===== config.mk =====
export PLATFORM = sky130hd
export DESIGN_NAME = swc_spi_ctrl
export DESIGN_NICKNAME = d
export VERILOG_FILES = /design/src/rtl/swc_pkg.sv /design/src/rtl/swc_spi_shifter.sv /design/src/rtl/swc_ctl_decode.sv /design/src/rtl/swc_status_latch.sv /design/src/rtl/swc_spi_ctrl.sv
export SDC_FILE = /design/constraint.sdc
export NUM_CORES = 1
export LEC_CHECK = 0
export BUFFER_PORTS_ARGS = -buffer_cell sky130_fd_sc_hd__clkbuf_2
export CAP_MARGIN = 5
export CORE_MARGIN = 1.5
export CORE_UTILIZATION = 50
export CTS_CLUSTER_SIZE = 25
export DETAILED_ROUTE_END_ITERATION = 10
export PLACE_DENSITY = 0.8
export RECOVER_POWER = 50
export SYNTH_ARGS = -nofsm -noshare
export SYNTH_HDL_FRONTEND = slang
export SYNTH_SLANG_ARGS = --single-unit

===== constraint.sdc =====
create_clock -name clk -period 1.9 [get_ports clk]
set_clock_uncertainty 0.1 [all_clocks]
set_input_delay 0.57 -clock clk [delete_from_list [all_inputs] [get_ports clk]]
set_output_delay 0.57 -clock clk [all_outputs]
set_load 0.005 [all_outputs]

===== src/rtl/swc_pkg.sv =====
package swc_pkg;
  localparam int NUM_HS     = 3;
  localparam int FRAME_BITS = 2 + 1 + NUM_HS + 2;
  localparam int SYNC_STAGES = 2;

  typedef enum logic [1:0] {
    SLEW_NORM = 2'b00,
    SLEW_SLOW = 2'b01,
    SLEW_FAST = 2'b10,
    SLEW_LP   = 2'b11
  } slew_e;

  typedef enum logic [1:0] {
    MODE_SLEEP = 2'b00,
    MODE_STOP  = 2'b01,
    MODE_WDCLR = 2'b10,
    MODE_RUN   = 2'b11
  } mode_e;

  typedef struct packed {
    slew_e             slew;
    logic              pu_dis;
    logic [NUM_HS-1:0] hs;
    mode_e             mode;
  } ctl_byte_t;

  // flag storage indices
  localparam int F_BUS  = 0;
  localparam int F_HV   = 1;
  localparam int F_LV   = 2;
  localparam int F_BATF = 3;
  localparam int F_TEMP = 4;
  localparam int F_SD   = 5;
  localparam int NFLAG  = 6;

  // status byte bit positions
  localparam int ST_IRQ  = 7;
  localparam int ST_BUS  = 6;
  localparam int ST_HV   = 5;
  localparam int ST_LV   = 4;
  localparam int ST_TEMP = 3;
  localparam int ST_SD   = 2;
endpackage


===== src/rtl/swc_spi_shifter.sv =====
module swc_spi_shifter #(
  parameter int FRAME_BITS  = 8,
  parameter int SYNC_STAGES = 2
) (
  input  logic                  clk,
  input  logic                  rst_n,
  input  logic                  srst,
  input  logic                  sclk,
  input  logic                  csn,
  input  logic                  mosi,
  input  logic [FRAME_BITS-1:0] tx_word,
  output logic                  miso,
  output logic                  frame_start,
  output logic                  frame_done,
  output logic [FRAME_BITS-1:0] rx_word
);
  localparam int CNT_W = $clog2(FRAME_BITS + 2);
  localparam logic [CNT_W-1:0] CNT_MAX  = '1;
  localparam logic [CNT_W-1:0] CNT_FULL = CNT_W'(FRAME_BITS);

  logic [SYNC_STAGES-1:0] sclk_sy, csn_sy, mosi_sy;
  logic sclk_q, csn_q;
  logic sclk_s, csn_s, mosi_s;
  logic sclk_rise, sclk_fall, cs_fall, cs_rise;

  logic [FRAME_BITS-1:0] rx_q, rx_n, tx_q, tx_n;
  logic [CNT_W-1:0]      cnt_q, cnt_n;

  always_ff @(posedge clk or negedge rst_n) begin
    if (!rst_n) begin
      sclk_sy <= '0;
      csn_sy  <= '1;
      mosi_sy <= '0;
      sclk_q  <= 1'b0;
      csn_q   <= 1'b1;
    end else begin
      sclk_sy <= {sclk_sy[SYNC_STAGES-2:0], sclk};
      csn_sy  <= {csn_sy[SYNC_STAGES-2:0], csn};
      mosi_sy <= {mosi_sy[SYNC_STAGES-2:0], mosi};
      sclk_q  <= sclk_s;
      csn_q   <= csn_s;
    end
  end

  assign sclk_s    = sclk_sy[SYNC_STAGES-1];
  assign csn_s     = csn_sy[SYNC_STAGES-1];
  assign mosi_s    = mosi_sy[SYNC_STAGES-1];
  assign sclk_rise = sclk_s & ~sclk_q;
  assign sclk_fall = ~sclk_s & sclk_q;
  assign cs_fall   = ~csn_s & csn_q;
  assign cs_rise   = csn_s & ~csn_q;

  always_comb begin
    rx_n  = rx_q;
    tx_n  = tx_q;
    cnt_n = cnt_q;
    if (srst) begin
      rx_n  = '0;
      tx_n  = '0;
      cnt_n = '0;
    end else if (cs_fall) begin
      tx_n  = tx_word;
      cnt_n = '0;
    end else if (!csn_s) begin
      if (sclk_rise) begin
        rx_n = {rx_q[FRAME_BITS-2:0], mosi_s};
        if (cnt_q != CNT_MAX) cnt_n = cnt_q + 1'b1;
      end else if (sclk_fall) begin
        tx_n = {tx_q[FRAME_BITS-2:0], 1'b0};
      end
    end
  end

  always_ff @(posedge clk or negedge rst_n) begin
    if (!rst_n) begin
      rx_q  <= '0;
      tx_q  <= '0;
      cnt_q <= '0;
    end else begin
      rx_q  <= rx_n;
      tx_q  <= tx_n;
      cnt_q <= cnt_n;
    end
  end

  assign frame_start = cs_fall & ~srst;
  assign frame_done  = cs_rise & ~srst & (cnt_q == CNT_FULL);
  assign rx_word     = rx_q;
  assign miso        = tx_q[FRAME_BITS-1];
endmodule


===== src/rtl/swc_ctl_decode.sv =====
module swc_ctl_decode
  import swc_pkg::*;
(
  input  logic              clk,
  input  logic              rst_n,
  input  logic              srst,
  input  logic              frame_done,
  input  ctl_byte_t         cmd,
  output logic [1:0]        slew_sel,
  output logic              pullup_dis,
  output logic [NUM_HS-1:0] hs_en,
  output logic              wd_clr,
  output logic              lp_enter,
  output logic              lp_stop,
  output logic              armed
);
  logic [1:0]        slew_q, slew_n;
  logic              pu_q, pu_n;
  logic [NUM_HS-1:0] hs_q, hs_n;
  logic              arm_q, arm_n;
  logic              wd_q, wd_n;
  logic              lp_q, lp_n;
  logic              stop_q, stop_n;

  always_comb begin
    slew_n = slew_q;
    pu_n   = pu_q;
    hs_n   = hs_q;
    arm_n  = arm_q;
    stop_n = stop_q;
    wd_n   = 1'b0;
    lp_n   = 1'b0;
    if (frame_done) begin
      hs_n = cmd.hs;
      pu_n = cmd.pu_dis;
      if (cmd.slew != SLEW_LP) slew_n = cmd.slew;
      if (arm_q && (cmd.mode == MODE_SLEEP || cmd.mode == MODE_STOP)) begin
        lp_n   = 1'b1;
        stop_n = (cmd.mode == MODE_STOP);
        arm_n  = 1'b0;
      end else begin
        arm_n = (cmd.slew == SLEW_LP);
      end
      wd_n = (cmd.mode == MODE_WDCLR);
    end
  end

  always_ff @(posedge clk or negedge rst_n) begin
    if (!rst_n) begin
      slew_q <= '0;
      pu_q   <= 1'b0;
      hs_q   <= '0;
      arm_q  <= 1'b0;
      wd_q   <= 1'b0;
      lp_q   <= 1'b0;
      stop_q <= 1'b0;
    end else if (srst) begin
      slew_q <= '0;
      hs_q   <= '0;
      arm_q  <= 1'b0;
      wd_q   <= 1'b0;
      lp_q   <= 1'b0;
      stop_q <= 1'b0;
    end else begin
      slew_q <= slew_n;
      pu_q   <= pu_n;
      hs_q   <= hs_n;
      arm_q  <= arm_n;
      wd_q   <= wd_n;
      lp_q   <= lp_n;
      stop_q <= stop_n;
    end
  end

  assign slew_sel   = slew_q;
  assign pullup_dis = pu_q;
  assign hs_en      = hs_q;
  assign wd_clr     = wd_q;
  assign lp_enter   = lp_q;
  assign lp_stop    = stop_q;
  assign armed      = arm_q;
endmodule


===== src/rtl/swc_status_latch.sv =====
module swc_status_latch
  import swc_pkg::*;
(
  input  logic             clk,
  input  logic             rst_n,
  input  logic             srst,
  input  logic             frame_start,
  input  logic             frame_done,
  input  logic [NFLAG-1:0] ev,
  output logic [7:0]       stat_word
);
  logic [NFLAG-1:0] flg_q, flg_n;
  logic [NFLAG-1:0] rep_q, rep_n;
  logic [NFLAG-1:0] sel_now, shown;
  logic             first_q, first_n;

  always_comb begin
    sel_now = '1;
    if (first_q) sel_now[F_LV]   = 1'b0;
    else         sel_now[F_BATF] = 1'b0;
    shown = flg_q & sel_now;
  end

  always_comb begin
    stat_word          = '0;
    stat_word[ST_BUS]  = shown[F_BUS];
    stat_word[ST_HV]   = shown[F_HV];
    stat_word[ST_LV]   = shown[F_LV] | shown[F_BATF];
    stat_word[ST_TEMP] = shown[F_TEMP];
    stat_word[ST_SD]   = shown[F_SD];
    stat_word[ST_IRQ]  = |shown;
  end

  always_comb begin
    flg_n   = flg_q | ev;
    rep_n   = rep_q;
    first_n = first_q;
    if (frame_done) begin
      flg_n   = (flg_q & ~rep_q) | ev;
      first_n = 1'b0;
    end
    if (frame_start) rep_n = shown;
  end

  always_ff @(posedge clk or negedge rst_n) begin
    if (!rst_n) begin
      flg_q   <= '0;
      rep_q   <= '0;
      first_q <= 1'b1;
    end else if (srst) begin
      flg_q   <= flg_n;
      rep_q   <= '0;
      first_q <= 1'b1;
    end else begin
      flg_q   <= flg_n;
      rep_q   <= rep_n;
      first_q <= first_n;
    end
  end
endmodule


===== src/rtl/swc_spi_ctrl.sv =====
module swc_spi_ctrl
  import swc_pkg::*;
(
  input  logic              clk,
  input  logic              rst_n,
  input  logic              func_rst_n,
  input  logic              spi_sclk,
  input  logic              spi_csn,
  input  logic              spi_mosi,
  output logic              spi_miso,
  input  logic              ev_bus,
  input  logic              ev_hv,
  input  logic              ev_lv,
  input  logic              ev_batf,
  input  logic              ev_temp,
  input  logic              ev_hs_sd,
  output logic [1:0]        slew_sel,
  output logic              pullup_dis,
  output logic [NUM_HS-1:0] hs_en,
  output logic              wd_clr,
  output logic              lp_enter,
  output logic              lp_stop
);
  logic [1:0]            rst_sy;
  logic                  rst_int;
  logic                  srst;
  logic                  frame_start, frame_done;
  logic [FRAME_BITS-1:0] rx_word;
  logic [7:0]            stat_word;
  logic [NFLAG-1:0]      ev_vec;
  logic                  armed;

  always_ff @(posedge clk or negedge rst_n) begin
    if (!rst_n) rst_sy <= '0;
    else        rst_sy <= {rst_sy[0], 1'b1};
  end
  assign rst_int = rst_sy[1];
  assign srst    = ~func_rst_n;

  always_comb begin
    ev_vec         = '0;
    ev_vec[F_BUS]  = ev_bus;
    ev_vec[F_HV]   = ev_hv;
    ev_vec[F_LV]   = ev_lv;
    ev_vec[F_BATF] = ev_batf;
    ev_vec[F_TEMP] = ev_temp;
    ev_vec[F_SD]   = ev_hs_sd;
  end

  swc_spi_shifter #(
    .FRAME_BITS (FRAME_BITS),
    .SYNC_STAGES(SYNC_STAGES)
  ) shifter_i (
    .clk        (clk),
    .rst_n      (rst_int),
    .srst       (srst),
    .sclk       (spi_sclk),
    .csn        (spi_csn),
    .mosi       (spi_mosi),
    .tx_word    (stat_word),
    .miso       (spi_miso),
    .frame_start(frame_start),
    .frame_done (frame_done),
    .rx_word    (rx_word)
  );

  swc_ctl_decode decode_i (
    .clk       (clk),
    .rst_n     (rst_int),
    .srst      (srst),
    .frame_done(frame_done),
    .cmd       (ctl_byte_t'(rx_word)),
    .slew_sel  (slew_sel),
    .pullup_dis(pullup_dis),
    .hs_en     (hs_en),
    .wd_clr    (wd_clr),
    .lp_enter  (lp_enter),
    .lp_stop   (lp_stop),
    .armed     (armed)
  );

  swc_status_latch status_i (
    .clk        (clk),
    .rst_n      (rst_int),
    .srst       (srst),
    .frame_start(frame_start),
    .frame_done (frame_done),
    .ev         (ev_vec),
    .stat_word  (stat_word)
  );
endmodule


==> flow_metrics.tcl, run 1 <==
set metrics [dict create \
    tns_ns 0 \
    pin_count 22 \
    start_util_pct 51.8 \
    finalWeightedCongestion 0.760 \
    cts_setup_buffers 0 \
    drv_slew 0 \
    synth_area_leader_cell "dfrtp_1" \
    die_w_um 67.1 \
    start_kind "flop" \
    syn_avg_cell_area_um2 11.2 \
    synth_edf_count 0 \
    antenna_found_initial 0 \
    placed_cells 253 \
    yosysWarnings 0 \
    ys_seq_area_share_pct 62.3 \
    post-dp-hpwl_mm 2.47 \
    power_mw 2.01 \
    area_growth_pct 14.7 \
    wl_per_cell_um 13.4 \
    grt_pass1_vias 1380 \
    rsz0062_at_grt "false" \
    cts_tree "yes" \
    synth_area_um2 2060 \
    ant_nets 0 \
    synth-seq-cells 51 \
    cts.sink_count 51 \
    vias_per_cell 5.37 \
    synth_ff_type "dfrtp_1" \
    hold_slack_ns 0.242 \
    syn_nets 198 \
    ctsHtreeMaxLevel 2 \
    worstMarginPinSlew_ns 0.963 \
    slew_headroom_pct 35.8 \
    post-route-cell-area_um2 2360 \
    core_area_um2 3970 \
    critPathRequiredTime_ns 2.03 \
    setup_viol 0 \
    diodes 0 \
    power_density_nw_per_um2 851 \
    drv_cap 0 \
    grt_max_degree 27 \
    firstDrtPassIters 4 \
    finalHoldViolations 0 \
    synth_commonest_cells "47 x dfrtp_1, 40 x nand2_1, 11 x nor2_1" \
    async_reset_ff_share_pct 100 \
    path_class "reg -> reg" \
    status "complete, no violations" \
    final_util_pct 59.4 \
    drive_above_1_share_pct 19.3 \
    min_period_ns 1.76 \
    die-area_um2 4510 \
    timing.final.crit_share_pct 92.4 \
    synth.area.top_cells "dfrtp_1 57%, nand2_1 7.3%, dfstp_2 5.1%" \
    worst_slack_ns 0.145 \
    endpoint_kind "flop" \
    yosysMostFrequentCell "dfrtp_1" \
    grt_usage_pct 18.3 \
    arrival_ns 1.88 \
    initialDrtViolationCount 54 \
    grt_pass1_wl_mm 6.12 \
    post-route-drc-count 0 \
    port_buffers 21 \
    die_y_um 67.1 \
    vias 1408 \
    routed_wl_mm 3.51 \
    synth_cell_types 39 \
    ir_drop_mv 0.545 \
    synthCells 184 \
    final_cells 262 \
    place_area_um2 2240 \
    row_count 23 \
    pre_cts_ws_ns 0.193 \
    leakage_nw 1.07 \
    insertion_delay_ns 0.30 \
    clock.fmax_ghz 0.570 \
    synth_top_area_share_pct 57.2 \
    final_nets 225 \
    cts_buffers 5 \
    cts_buffer_depth 2 \
    grt.overflow.total 0 \
    clk_pin_slew_ns 0.09 \
    hp-class "in -> reg" \
    critPathMaxFanout 7 \
    cts-root-buf "clkbuf_8" \
]
==> timing repair <==
action,CTS,global route
hold buffers,1,0
hold endpoints to repair,2,0
resized for setup,0,0
endpoints found under the setup margin,0,0
==> cells in the final DEF, fill, tap and decap left out, types with 2 or more instances in the layout <==
cell type / count
nand3_1: 4
nand2_1: 40
dfstp_2: 4
o21ai_0: 2
a21boi_1: 8
and2b_1: 2
a21oi_1: 7
clkbuf_2: 20
dfrtp_1: 47
a21o_1: 6
inv_1: 5
ha_1: 2
a22o_1: 3
a21boi_0: 4
nor2_1: 11
or3_1: 2
clkbuf_8: 5
mux2i_1: 3
a22oi_1: 3
buf_4: 5
nand2b_1: 3
o221a_1: 2
a32o_1: 2
==> logic make-up after synthesis <==
group	after synthesis	synth area share, %
flops	51	62.3
compound gates	42	15.3
other cells	1	0.182
xor+xnor	1	0.426
buf+inv	13	3.10
fa+ha+maj	2	1.22
simple gates	71	16.1
mux	3	1.46
==> layout make-up <==
| cell class | count | area [µm²] |
|---|---|---|
| fillers | 340 | 1610 |
| flip-flops and latches | 51 | 1280 |
| multi-input cells | 120 | 712 |
| repair buffers | 28 | 171 |
| clock buffers | 5 | 68.8 |
| well taps | 50 | 62.6 |
| clock inverters | 3 | 43.8 |
| inverters | 5 | 18.8 |
==> final timing paths <==
check / startpoint / endpoint / slack, ns / depth (start not counted)
worst max-delay path: shifter_i.cnt_q[0] / decode_i.lp_stop / 0.14 / 6
worst min-delay path: spi_csn / shifter_i.csn_sy[0] / 0.24 / 1
worst max register to register: shifter_i.cnt_q[0] / decode_i.lp_stop / 0.14 / 6
worst min register to register: rst_sy[0] / rst_sy[1] / 0.26 / 0
max in group asynchronous: rst_sy[1] / status_i.first_q / 0.67 / 1
min in group asynchronous: rst_sy[1] / shifter_i.sclk_q / 0.31 / 0
==> sequential cells by signal, indices dropped and copies added, names as in the netlist, 2 cells and up <==
signal and count:
rst_sy 2, shifter_i.tx_q 6, shifter_i.sclk_sy 2, shifter_i.rx_word 8
shifter_i.cnt_q 4, shifter_i.mosi_sy 2, decode_i.slew_sel 2, status_i.rep_q 6
decode_i.hs_en 3, shifter_i.csn_sy 2, status_i.flg_q 6
==> metal layers <==
| layer | GRT usage [%] | share of wire, % |
|---|---|---|
| met1 | 24.2 | 48 |
| met5 | 0 | 0 |
| met2 | 28.5 | 47 |
| met4 | 6.38 | 1.1 |
| met3 | 6.17 | 4.1 |
==> power breakdown <==
part	total (mW)	internal, mW	switching (mW)
Sequential	1.15	1.12	0.0318
Combinational	0.110	0.0506	0.0592
Clock	0.743	0.392	0.351
Total	2.01	1.57	0.442
==> critical path, stage by stage (launching register included) <==
cell and delay (ns):
dfrtp_1 0.41, inv_1 0.10, ha_1 0.15, and4bb_1 0.21
nand3_1 0.25, nor2_1 0.25, mux2i_1 0.21
No activity file was read; power rests on OpenSTA's default activity.
==> run 2, diff against run 1 <==
Settings changed: ABC_AREA set to 1, PLACE_DENSITY 0.8 to 0.79, RECOVER_POWER 50 to 25.
==> run 2 against run 1 <==
Net effect:
- critical path depth grew 3
- synthesized cell count rose by 26%
- first-iteration DRC count up 15%
- highest routed layer unchanged
==> flow_metrics.tcl, run 2 <==
set metrics [dict create \
    post-dp-hpwl_mm 2.65 \
    core_area_um2 4030 \
    clock.fmax_ghz 0.626 \
    area_growth_pct 14.4 \
    grt_pass1_wl_mm 6.35 \
    setup_viol 0 \
    drv_cap 0 \
    hp-class "reg -> async" \
    layout_commonest_cell "nand2_1" \
    insertion_delay_ns 0.31 \
    ctsResizeCount 0 \
    vias_per_cell 4.92 \
    grt.overflow.total 0 \
    syn_nets 245 \
    r2r_setup_slack_ns 0.30 \
    grt_usage_pct 19.0 \
    ys_seq_area_share_pct 61.1 \
    die_w_um 67.8 \
    hold_slack_ns 0.155 \
    firstDrtPassIters 4 \
    synth_cell_types 23 \
    place_area_um2 2270 \
    status "complete, no violations" \
    pin_count 22 \
    row_count 23 \
    layout.cells.most_common_list "62 x nand2_1, 47 x dfrtp_1, 27 x inv_1" \
    internal-power_mw 1.63 \
    critPathRequiredTime_ns 2.01 \
    die_y_um 67.8 \
    leakage_nw 1.25 \
    cts-root-buf "clkbuf_8" \
    pre_cts_ws_ns 0.164 \
    worstMarginPinSlew_ns 0.629 \
    drive_above_1_share_pct 18.0 \
    power_switching_mw 0.509 \
    start_util_pct 52.0 \
    async_reset_ff_share_pct 100 \
    finalWeightedCongestion 0.790 \
    r2r_end "decode_i.slew_sel[0]" \
    cpLargestDelayFamily "simple AND/OR/NAND/NOR gates" \
    r2r_start "shifter_i.cnt_q[0]" \
    antenna_found_initial 0 \
    cts_tree "yes" \
    final_cells 311 \
    power_frac_comb_pct 7.4 \
    cts_buffers 5 \
    vias 1531 \
    synth.area.top_cells "dfrtp_1 56%, nand2_1 11%, dfstp_2 5.0%" \
    power_density_nw_per_um2 893 \
    critPathMaxStageDelay_ns 0.44 \
    ir_drop_mv 0.611 \
    p_seq_share_pct 55.3 \
    syn_avg_cell_area_um2 9.08 \
    power_mw 2.14 \
    worst_slack_ns 0.303 \
    yosysWarnings 0 \
    postCtsHoldBufs 1 \
    cts.sink_count 51 \
    slew_headroom_pct 58.0 \
    port_buffers 21 \
    finalHoldViolations 0 \
    grt_max_degree 20 \
    synth_area_leader_cell "dfrtp_1" \
    swShare_pct 23.7 \
    cp_slowest_cell "dfrtp_1" \
    largest_register_ffs 8 \
    synthCells 231 \
    path_class "reg -> reg" \
    diodes 0 \
    synth-seq-cells 51 \
    endpoint_kind "flop" \
    ctsHtreeMaxLevel 2 \
    min_period_ns 1.60 \
    rsz0062_at_grt "false" \
    timing.final.crit_share_pct 84.0 \
    path_cells "inv_1 > ha_1 > nand2_1 > nor2_2 > nand2_2 > nand2_1 > nand2_1 > nand2_1 > nand2_1" \
    placed_cells 302 \
    critPathMaxFanout 19 \
    cts_setup_buffers 0 \
    post-route-cell-area_um2 2400 \
    cts_buffer_depth 2 \
    initialDrtViolationCount 62 \
    final_nets 274 \
    post-route-drc-count 0 \
    synth_top_area_share_pct 56.1 \
    synth_area_um2 2100 \
    start_kind "flop" \
    synth_commonest_cells "62 x nand2_1, 47 x dfrtp_1, 27 x inv_1" \
    synth_edf_count 0 \
    clk_pin_slew_ns 0.10 \
    power.share.clock_pct 37.3 \
    final_util_pct 59.5 \
    reg2reg_depth 9 \
    synth_ff_type "dfrtp_1" \
    wl_per_cell_um 11.8 \
    drv_slew 0 \
    yosysMostFrequentCell "nand2_1" \
    critPathBufInv 1 \
    grt_pass1_vias 1453 \
    arrival_ns 1.71 \
    routed_wl_mm 3.66 \
    ant_nets 0 \
    die-area_um2 4590 \
    cpMostUsedCell "nand2_1" \
    tns_ns 0 \
]
==> run 2: cell types whose count changed in the layout (fill, tap and decap cells not counted), sizes merged, moves of 6 or more <==
| cell | before | now |
|---|---|---|
| a21boi | 12 | 0 |
| a21o | 6 | 0 |
| inv | 5 | 32 |
| nand2 | 40 | 66 |
| nand3 | 5 | 13 |
| nor2 | 11 | 25 |
| o21ai | 3 | 21 |
==> run 2: power by group through the flow <==
stage / clock network (mW) / logic [mW] / registers (mW)
final: 0.798 / 0.159 / 1.18
after global routing: 0.845 / 0.188 / 1.19
after CTS: 0.806 / 0.163 / 1.19
after detailed placement: 0 / 0.160 / 1.21
after global placement: 0 / 0.157 / 1.20
after floorplan: 0 / 0.105 / 1.20
==> run 2: worst max path at each step <==
stage	from	endpoint	slack [ns]	cells after the start
after floorplan	rst_sy[1]	decode_i.armed	0.28	0
after global placement	func_rst_n	decode_i.slew_sel[0]	0.22	8
after detailed placement	func_rst_n	decode_i.slew_sel[0]	0.16	8
after CTS	shifter_i.cnt_q[0]	decode_i.slew_sel[0]	0.29	9
after global routing	shifter_i.cnt_q[0]	decode_i.lp_stop	0.14	9
final	shifter_i.cnt_q[0]	decode_i.slew_sel[0]	0.30	9
==> run 2: layout make-up <==
| class | instances | area [µm²] |
|---|---|---|
| Fill cell | 364 | 1630 |
| Timing Repair Buffer | 26 | 140 |
| Clock inverter | 2 | 38.8 |
| Tap cell | 50 | 62.6 |
| Clock buffer | 6 | 82.6 |
| Inverter | 31 | 116 |
| Multi-Input combinational cell | 145 | 677 |
| Sequential cell | 51 | 1280 |
==> run 2: cell families after synthesis <==
group                    Yosys count  share of synthesized area [%]
AND/OR/NAND/NOR                  109                           22.3
other                              1                          0.179
adder cells (fa/ha/maj)            2                           1.19
AO/OA/AOI/OAI                     33                           8.65
flip-flops                        51                           61.1
buffers and inverters             35                           6.62
==> run 2: routing by layer <==
| layer | routed length, µm | global-route usage, % | part of all wire, % | vias up |
|---|---|---|---|---|
| met2 | 1700 | 29.5 | 46 | 26 |
| met4 | 92 | 9.95 | 2.5 | 0 |
| met3 | 95 | 3.17 | 2.6 | 7 |
| li1 | - | - | - | 784 |
| met5 | 0 | 0 | 0 | - |
| met1 | 1770 | 25.5 | 48 | 714 |
==> run 3, diff against run 2 <==
Clock period 1.9 ns to 1.6 ns, I/O delays scaled along.
==> run 3 against run 2 <==
Net effect:
- routed wire length is 1.1% higher
- die area unchanged
- sequential cell count is the same
- clock power down 13%
- critical path type unchanged
- global-route usage decreased by 0.87 points
- first-iteration DRC count fell by 13%
==> flow_metrics.tcl, run 3 (synthesized netlist as in run 2, its figures left out) <==
set metrics [dict create \
    startpoint "shifter_i.csn_q" \
    p_seq_share_pct 60.3 \
    initialDrtViolationCount 54 \
    hold_slack_ns 0.164 \
    leakage_nw 1.28 \
    power_switching_mw 0.562 \
    wl_per_cell_um 11.7 \
    drv_cap 0 \
    diodes 0 \
    worst_slack_ns 0.0705 \
    min_period_ns 1.53 \
    power.share.clock_pct 30.0 \
    swShare_pct 24.3 \
    clk_pin_slew_ns 0.08 \
    critPathRequiredTime_ns 1.69 \
    grt_usage_pct 18.1 \
    cts-root-buf "clkbuf_8" \
    slew_headroom_pct 60.4 \
    pre_cts_ws_ns -0.0330 \
    row_count 23 \
    layout.cells.most_common_list "62 x nand2_1, 46 x dfrtp_1, 27 x inv_1" \
    grt_pass1_vias 1342 \
    die-area_um2 4590 \
    grt_max_degree 26 \
    clock.fmax_ghz 0.654 \
    ctsHtreeMaxLevel 2 \
    ant_nets 0 \
    cts_buffers 5 \
    finalHoldViolations 0 \
    critPathMaxFanout 8 \
    area_growth_pct 15.8 \
    timing.final.crit_share_pct 95.6 \
    drv_slew 0 \
    cts.sink_count 51 \
    largest_register_ffs 8 \
    setup_viol 0 \
    drive_above_1_share_pct 20.6 \
    grt_pass1_wl_mm 5.95 \
    start_kind "flop" \
    antenna_found_initial 0 \
    power_frac_comb_pct 9.6 \
    worstHoldStart "spi_csn" \
    grt.overflow.total 0 \
    insertion_delay_ns 0.30 \
    post-route-drc-count 0 \
    internal-power_mw 1.75 \
    die_w_um 67.8 \
    layout_commonest_cell "nand2_1" \
    start_util_pct 52.0 \
    worstMarginPinSlew_ns 0.594 \
    endpoint_kind "flop" \
    tns_ns 0 \
    hp-class "in -> reg" \
    cts_tree "yes" \
    firstDrtPassIters 6 \
    rsz0062_at_grt "false" \
    die_y_um 67.8 \
    power_mw 2.31 \
    path_class "reg -> reg" \
    post-dp-hpwl_mm 2.64 \
    arrival_ns 1.62 \
    final_util_pct 60.2 \
    vias_per_cell 4.84 \
    final_nets 280 \
    r2r_start "shifter_i.csn_q" \
    core_area_um2 4030 \
    cts_buffer_depth 2 \
    vias 1535 \
    finalWeightedCongestion 0.781 \
    ir_drop_mv 0.797 \
    pin_count 22 \
    power_density_nw_per_um2 951 \
    port_buffers 21 \
    routed_wl_mm 3.70 \
    status "complete, no violations" \
]
==> run 3: stage by stage <==
stage,instances,cell area (µm²)
floorplan,231,2100
global placement,307,2310
detailed placement,307,2310
CTS,316,2400
global route,317,2430
finish,317,2430
==> run 3: worst max-delay path, stage by stage (launching register included) <==
cell and delay, ns:
dfstp_2 0.55, inv_1 0.05, nor2_1 0.21, nor2_4 0.09
buf_4 0.15, nand2_1 0.06, nand3_1 0.10, nand2_1 0.08
nand2_1 0.04
==> run 3: path summary, 6_finish.rpt <==
| path | endpoint | slack, ns | depth (start not counted) |
|---|---|---|---|
| max | shifter_i.tx_q[7] | 0.07 | 8 |
| min | shifter_i.csn_sy[0] | 0.16 | 1 |
| max reg2reg | shifter_i.tx_q[7] | 0.07 | 8 |
| min reg2reg | shifter_i.rx_word[2] | 0.26 | 1 |
| max in group asynchronous | status_i.flg_q[0] | 0.74 | 1 |
| min in group asynchronous | shifter_i.rx_word[2] | 0.26 | 1 |
==> run 3: cell type report <==
type | instances | area (µm²)
fillers | 364 | 1600
flip-flops and latches | 51 | 1280
multi-input cells | 145 | 687
repair buffers | 32 | 198
inverters | 31 | 116
clock buffers | 7 | 76.3
well taps | 50 | 62.6
clock inverters | 1 | 5.00
==> run 3: power groups by stage <==
stage	combinational (mW)	clock [mW]	sequential [mW]
after detailed placement	0.221	0	1.42
after global placement	0.214	0	1.42
after CTS	0.225	0.720	1.39
final	0.222	0.694	1.39
after floorplan	0.124	0	1.43
after global routing	0.259	0.772	1.40
==> run 3: metal layers <==
layer	vias up	GRT usage, %	part of all wire, %
met4	0	8.42	1.1
met3	2	5.00	3.6
met2	33	27.5	47
met1	707	24.1	48
li1	793	-	-
met5	-	0	0
==> run 3: repair_timing <==
action                                  4_1_cts  5_1_grt
buffers inserted                              0        1
hold buffers                                  1        0
hold endpoints to repair                      2        0
gates resized for setup                       0        3
endpoints found under the setup margin        0        8
